`config.mk`:
```
export PLATFORM = sky130hd
export DESIGN_NAME = fwd_unit
export DESIGN_NICKNAME = d
export VERILOG_FILES = /design/src/rtl/fwd_pkg.sv /design/src/rtl/fwd_hit.sv /design/src/rtl/fwd_pick.sv /design/src/rtl/fwd_mux3.sv /design/src/rtl/fwd_unit.sv
export SDC_FILE = /design/constraint.sdc
export NUM_CORES = 1
export LEC_CHECK = 0
export BUFFER_PORTS_ARGS = -buffer_cell sky130_fd_sc_hd__buf_2
export CAP_MARGIN = 25
export CORE_AREA = 2 2 84 86
export DETAILED_ROUTE_END_ITERATION = 10
export DIE_AREA = 0 0 86 88
export PLACE_DENSITY = 0.78
export SLEW_MARGIN = 30
export SYNTH_ARGS = -nofsm -noshare
export SYNTH_HDL_FRONTEND = slang
export SYNTH_SLANG_ARGS = --single-unit
```
`constraint.sdc`:
```
create_clock -name vclk -period 3
set_input_delay 0.6 -clock vclk [all_inputs]
set_output_delay 0.6 -clock vclk [all_outputs]
set_load 0.05 [all_outputs]
```
`src/rtl/fwd_pkg.sv`:
```
package fwd_pkg;
  localparam int unsigned REG_W  = 5;
  localparam int unsigned DATA_W = 32;

  typedef enum logic [1:0] {
    FWD_REG = 2'b00,
    FWD_WB  = 2'b01,
    FWD_MEM = 2'b10
  } fwd_sel_e;
endpackage

```
`src/rtl/fwd_hit.sv`:
```
module fwd_hit #(
  parameter int unsigned REG_W = 5
) (
  input  logic [REG_W-1:0] src_i,
  input  logic [REG_W-1:0] dst_i,
  input  logic             we_i,
  output logic             hit_o
);
  // register 0 is hardwired to zero, never a producer
  logic dst_nz;
  assign dst_nz = |dst_i;
  assign hit_o  = we_i && dst_nz && (dst_i == src_i);
endmodule

```
`src/rtl/fwd_pick.sv`:
```
module fwd_pick
  import fwd_pkg::*;
(
  input  logic     mem_hit_i,
  input  logic     wb_hit_i,
  output fwd_sel_e sel_o
);
  always_comb begin
    if (mem_hit_i)     sel_o = FWD_MEM; // newest value wins
    else if (wb_hit_i) sel_o = FWD_WB;
    else               sel_o = FWD_REG;
  end
endmodule

```
`src/rtl/fwd_mux3.sv`:
```
module fwd_mux3
  import fwd_pkg::*;
#(
  parameter int unsigned DATA_W = 32
) (
  input  fwd_sel_e          sel_i,
  input  logic [DATA_W-1:0] reg_i,
  input  logic [DATA_W-1:0] wb_i,
  input  logic [DATA_W-1:0] mem_i,
  output logic [DATA_W-1:0] y_o
);
  always_comb begin
    unique case (sel_i)
      FWD_MEM: y_o = mem_i;
      FWD_WB:  y_o = wb_i;
      default: y_o = reg_i;
    endcase
  end
endmodule

```
`src/rtl/fwd_unit.sv`:
```
module fwd_unit
  import fwd_pkg::*;
#(
  parameter int unsigned RW = REG_W,
  parameter int unsigned DW = DATA_W
) (
  input  logic [RW-1:0] rs_idx_i,
  input  logic [RW-1:0] rt_idx_i,
  input  logic [DW-1:0] rs_data_i,
  input  logic [DW-1:0] rt_data_i,
  input  logic [RW-1:0] mem_dst_i,
  input  logic          mem_we_i,
  input  logic [DW-1:0] mem_res_i,
  input  logic [RW-1:0] wb_dst_i,
  input  logic          wb_we_i,
  input  logic [DW-1:0] wb_res_i,
  output logic [1:0]    sel_a_o,
  output logic [1:0]    sel_b_o,
  output logic [DW-1:0] opnd_a_o,
  output logic [DW-1:0] opnd_b_o
);
  localparam int unsigned N_OPS = 2;

  logic [RW-1:0] src_idx [N_OPS];
  logic [DW-1:0] src_dat [N_OPS];
  logic [DW-1:0] opnd    [N_OPS];
  fwd_sel_e      sel     [N_OPS];

  assign src_idx[0] = rs_idx_i;
  assign src_idx[1] = rt_idx_i;
  assign src_dat[0] = rs_data_i;
  assign src_dat[1] = rt_data_i;

  for (genvar op = 0; op < N_OPS; op++) begin : g_op
    logic mem_hit, wb_hit;

    fwd_hit #(.REG_W(RW)) u_mem_hit (
      .src_i(src_idx[op]), .dst_i(mem_dst_i), .we_i(mem_we_i), .hit_o(mem_hit)
    );
    fwd_hit #(.REG_W(RW)) u_wb_hit (
      .src_i(src_idx[op]), .dst_i(wb_dst_i), .we_i(wb_we_i), .hit_o(wb_hit)
    );
    fwd_pick u_pick (
      .mem_hit_i(mem_hit), .wb_hit_i(wb_hit), .sel_o(sel[op])
    );
    fwd_mux3 #(.DATA_W(DW)) u_mux (
      .sel_i(sel[op]), .reg_i(src_dat[op]), .wb_i(wb_res_i),
      .mem_i(mem_res_i), .y_o(opnd[op])
    );

    // checks against the port-level view of each operand
    always_comb begin
      a_r8_no_code3: assert (sel[op] != fwd_sel_e'(2'b11));
      if (sel[op] == FWD_MEM)
        a_r1_mem_src_valid: assert (mem_we_i && (mem_dst_i != '0) && (mem_dst_i == src_idx[op]));
      if (sel[op] == FWD_WB)
        a_r2_wb_src_valid: assert (wb_we_i && (wb_dst_i != '0) && (wb_dst_i == src_idx[op]));
      if (mem_we_i && (mem_dst_i != '0) && (mem_dst_i == src_idx[op]))
        a_r5_mem_first: assert (sel[op] == FWD_MEM);
      if (src_idx[op] == '0)
        a_r3_zero_reg: assert (sel[op] == FWD_REG);
      if (sel[op] == FWD_MEM) a_r1_mux_mem: assert (opnd[op] == mem_res_i);
      if (sel[op] == FWD_WB)  a_r2_mux_wb:  assert (opnd[op] == wb_res_i);
      if (sel[op] == FWD_REG) a_r7_mux_reg: assert (opnd[op] == src_dat[op]);
    end
  end

  assign sel_a_o  = sel[0];
  assign sel_b_o  = sel[1];
  assign opnd_a_o = opnd[0];
  assign opnd_b_o = opnd[1];
endmodule

```
==> results by group <==
STA
  – Unrepaired setup endpoints after global routing: yes
  – Final setup fails: 0
  – Setup TNS: 0 ns
  – WHS: between 1.5 and 2 ns
  – Period utilization: 0.988
  – Slew margin rel.: 0.494
  – Fmax: about 340 MHz
  – Hold Vio Cnt, Final: 0
  – Measured slew at the worst slew-check pin: about 0.76 ns
  – Final Slew Violations: 0
  – Final Critical Period: about 3.0 ns

Synth
  – Post-synthesis cell type count: 26
  – Post-Syn Area per Cell: ~6 µm²
  – Post-Synthesis Cells: between 300 and 400
  – Top cells by area, synth: o31ai_1 20%, a31oi_1 17%, nor3_1 14%, or4_1 9.9%, nand4_1 9.0%
  – Syn nets: 543
  – Seq/Total Area, Yosys: 0
  – Commonest cells in the netlist: 64 x nor3_1, 63 x a31oi_1, 63 x o31ai_1, 39 x clkbuf_1, 34 x nand4_1
  – Post-synth top area share: 0.201
  – Yosys warns: 0
  – Post-Syn Area: about 0.0024 mm²
  – Most frequent cell after synthesis: nor3_1
  – Cell taking the most area after synthesis: o31ai_1

Routing
  – Wire length per cell: 18.7 µm
  – Via count: 4192
  – Final ANT Viol Nets: 0
  – WL final: 12.2 mm
  – Drc violations: 0
  – DR vias/cell: ~6.4
  – Starting DRC count in detailed routing: about 260
  – Drt pass-1 iters: 5

Global route
  – Initial antenna violation count: 0
  – Largest net degree at the start of global routing: 66
  – Vias in the first global route: 3915
  – GR peak layer: met2
  – First-pass GRT wire length: 18.3 mm
  – Met3 Resource Use GR: 0.0320
  – Met2 usage: 0.555
  – GR Util met1: 0.347
  – Total congestion overflow: 0
  – GRT Total Usage: 0.294

Die
  – Chip width: roughly 86 µm
  – IO Count: approximately 220
  – Die area: around 0.0076 mm²
  – Initial Util: 0.355
  – Die H: ~88 µm
  – Rows: 30
  – Core box area: between 0.006 and 0.007 mm²

Clocking
  – Post-CTS setup buffers: 0
  – Post_cts resized: 0
  – Cts hold-fix bufs: 0

Pwr
  – PwrDens: 211 mW/mm²
  – Power share of the sequential group: 0
  – Leakage Power: between 1.5 and 2 nW
  – Comb pwr share: 1.000
  – Maximum vdd ir drop: between 0.15 and 0.2 mV
  – Sw Pwr: slightly below 0.0006 W
  – Switch share: 0.683
  – Tot Pwr: between 0.0008 and 0.0009 W
  – Pint: approximately 0.00027 W
  – Power share of the clock group: 0

Critical path
  – Crit end category: output pin
  – Critical path class: in -> out
  – Crit path launch: wb_dst_i[4]
  – Worst setup path endpoint: opnd_a_o[10]
  – Arrival time at the worst endpoint: approximately 2.4 ns
  – WP data required: 2.40 ns
  – Critical Path Fanout Max: 28
  – Crit start category: input port

Min path
  – Hold depth: 4
  – HP Class: in -> out

Run
  – MaxCap Viol Count: 0

Final layout
  – Seq. cell area: 0 µm²
  – Final Cell Area: between 0.004 and 0.005 mm²
  – Fillers: ~610
  – Layout cells sized above 1: 0.560
  – Area of the multi-input gates: ~0.0024 mm²
  – ANT cells: 0
  – Nets: slightly above 700
  – Area Growth Syn to Fin: 71.5%
  – Clock buf count: 0
  – Seq Cell Count: 0

Placement
  – # port buffers: 218
  – Routability congestion estimate from global placement: between 0.8 and 0.9
  – Placed inst area: roughly 0.0040 mm²
  – DPL Wire Length: between 9 and 10 mm

Run status
  – Status: completed
-- layer usage --
metal | wire length (µm) | vias up
li1 | - | 1935
met3 | 1160 | 37
met1 | 4640 | 1929
met2 | 6200 | 291
met4 | 244 | 0
met5 | 0 | -
-- cells in the final DEF, fill, tap and decap left out --
master / n
or3_1: 2
nor4_2: 1
inv_2: 2
o211ai_2: 2
nor2_2: 1
xor2_1: 5
buf_6: 3
nor4_1: 2
nand2_2: 1
nor3_1: 63
a21boi_2: 1
nand4_1: 34
or4_1: 31
a21bo_4: 1
xnor2_1: 15
a31oi_1: 3
nor4_4: 1
buf_2: 197
or2_2: 2
or4_4: 1
inv_1: 33
buf_12: 6
buf_4: 28
o31ai_1: 63
o31a_1: 2
nand3_2: 1
a31oi_2: 60
nor3_2: 1
or2_4: 1
clkbuf_4: 12
-- critical path: stages --
cell,delay [ns]
buf_2,0.13
nor4_1,0.06
buf_4,0.14
a21bo_4,0.25
buf_12,0.16
or4_1,0.52
a31oi_2,0.21
buf_2,0.29
-- logic make-up (layout without fill, tap and decap cells) --
kind of cell / count (synthesis) / after routing / share of synthesized area
AND/OR/NAND/NOR: 142 / 142 / 0.361
AO/OA/AOI/OAI: 132 / 132 / 0.393
XOR/XNOR: 20 / 20 / 0.0743
buffers and inverters: 99 / 281 / 0.171
-- through the flow --
step / cells / utilization / setup slack (ns)
2_1_floorplan: 393 / - / -0.198
3_3_place_gp: 655 / 0.599 / 0.0247
3_5_place_dp: 655 / 0.599 / 0.0242
4_1_cts: 655 / 0.599 / 0.0225
5_1_grt: 655 / 0.609 / -0.00757
6_report: 655 / 0.609 / 0.0362
-- power by group through the flow --
stage                     registers, W  logic (W)  clock network (W)
final                                0   0.000852                  0
after global routing                 0   0.000893                  0
after CTS                            0   0.000826                  0
after detailed placement             0   0.000825                  0
after global placement               0   0.000812                  0
after floorplan                      0   0.000540                  0
-- cell type report --
type | count | area share
repair buffers | 246 | 0.356
inverters | 35 | 0.0325
multi-input cells | 294 | 0.587
well taps | 80 | 0.0248
-- worst min path at each step --
stage / from / to / slack (ns)
after global routing: rs_data_i[31] / opnd_a_o[31] / 1.65
after floorplan: rs_data_i[0] / opnd_a_o[0] / 1.53
final: rs_data_i[31] / opnd_a_o[31] / 1.63
after global placement: rs_data_i[31] / opnd_a_o[31] / 1.63
after detailed placement: rs_data_i[31] / opnd_a_o[31] / 1.63
after CTS: rs_data_i[31] / opnd_a_o[31] / 1.63
(Power assumes the default switching activity.)
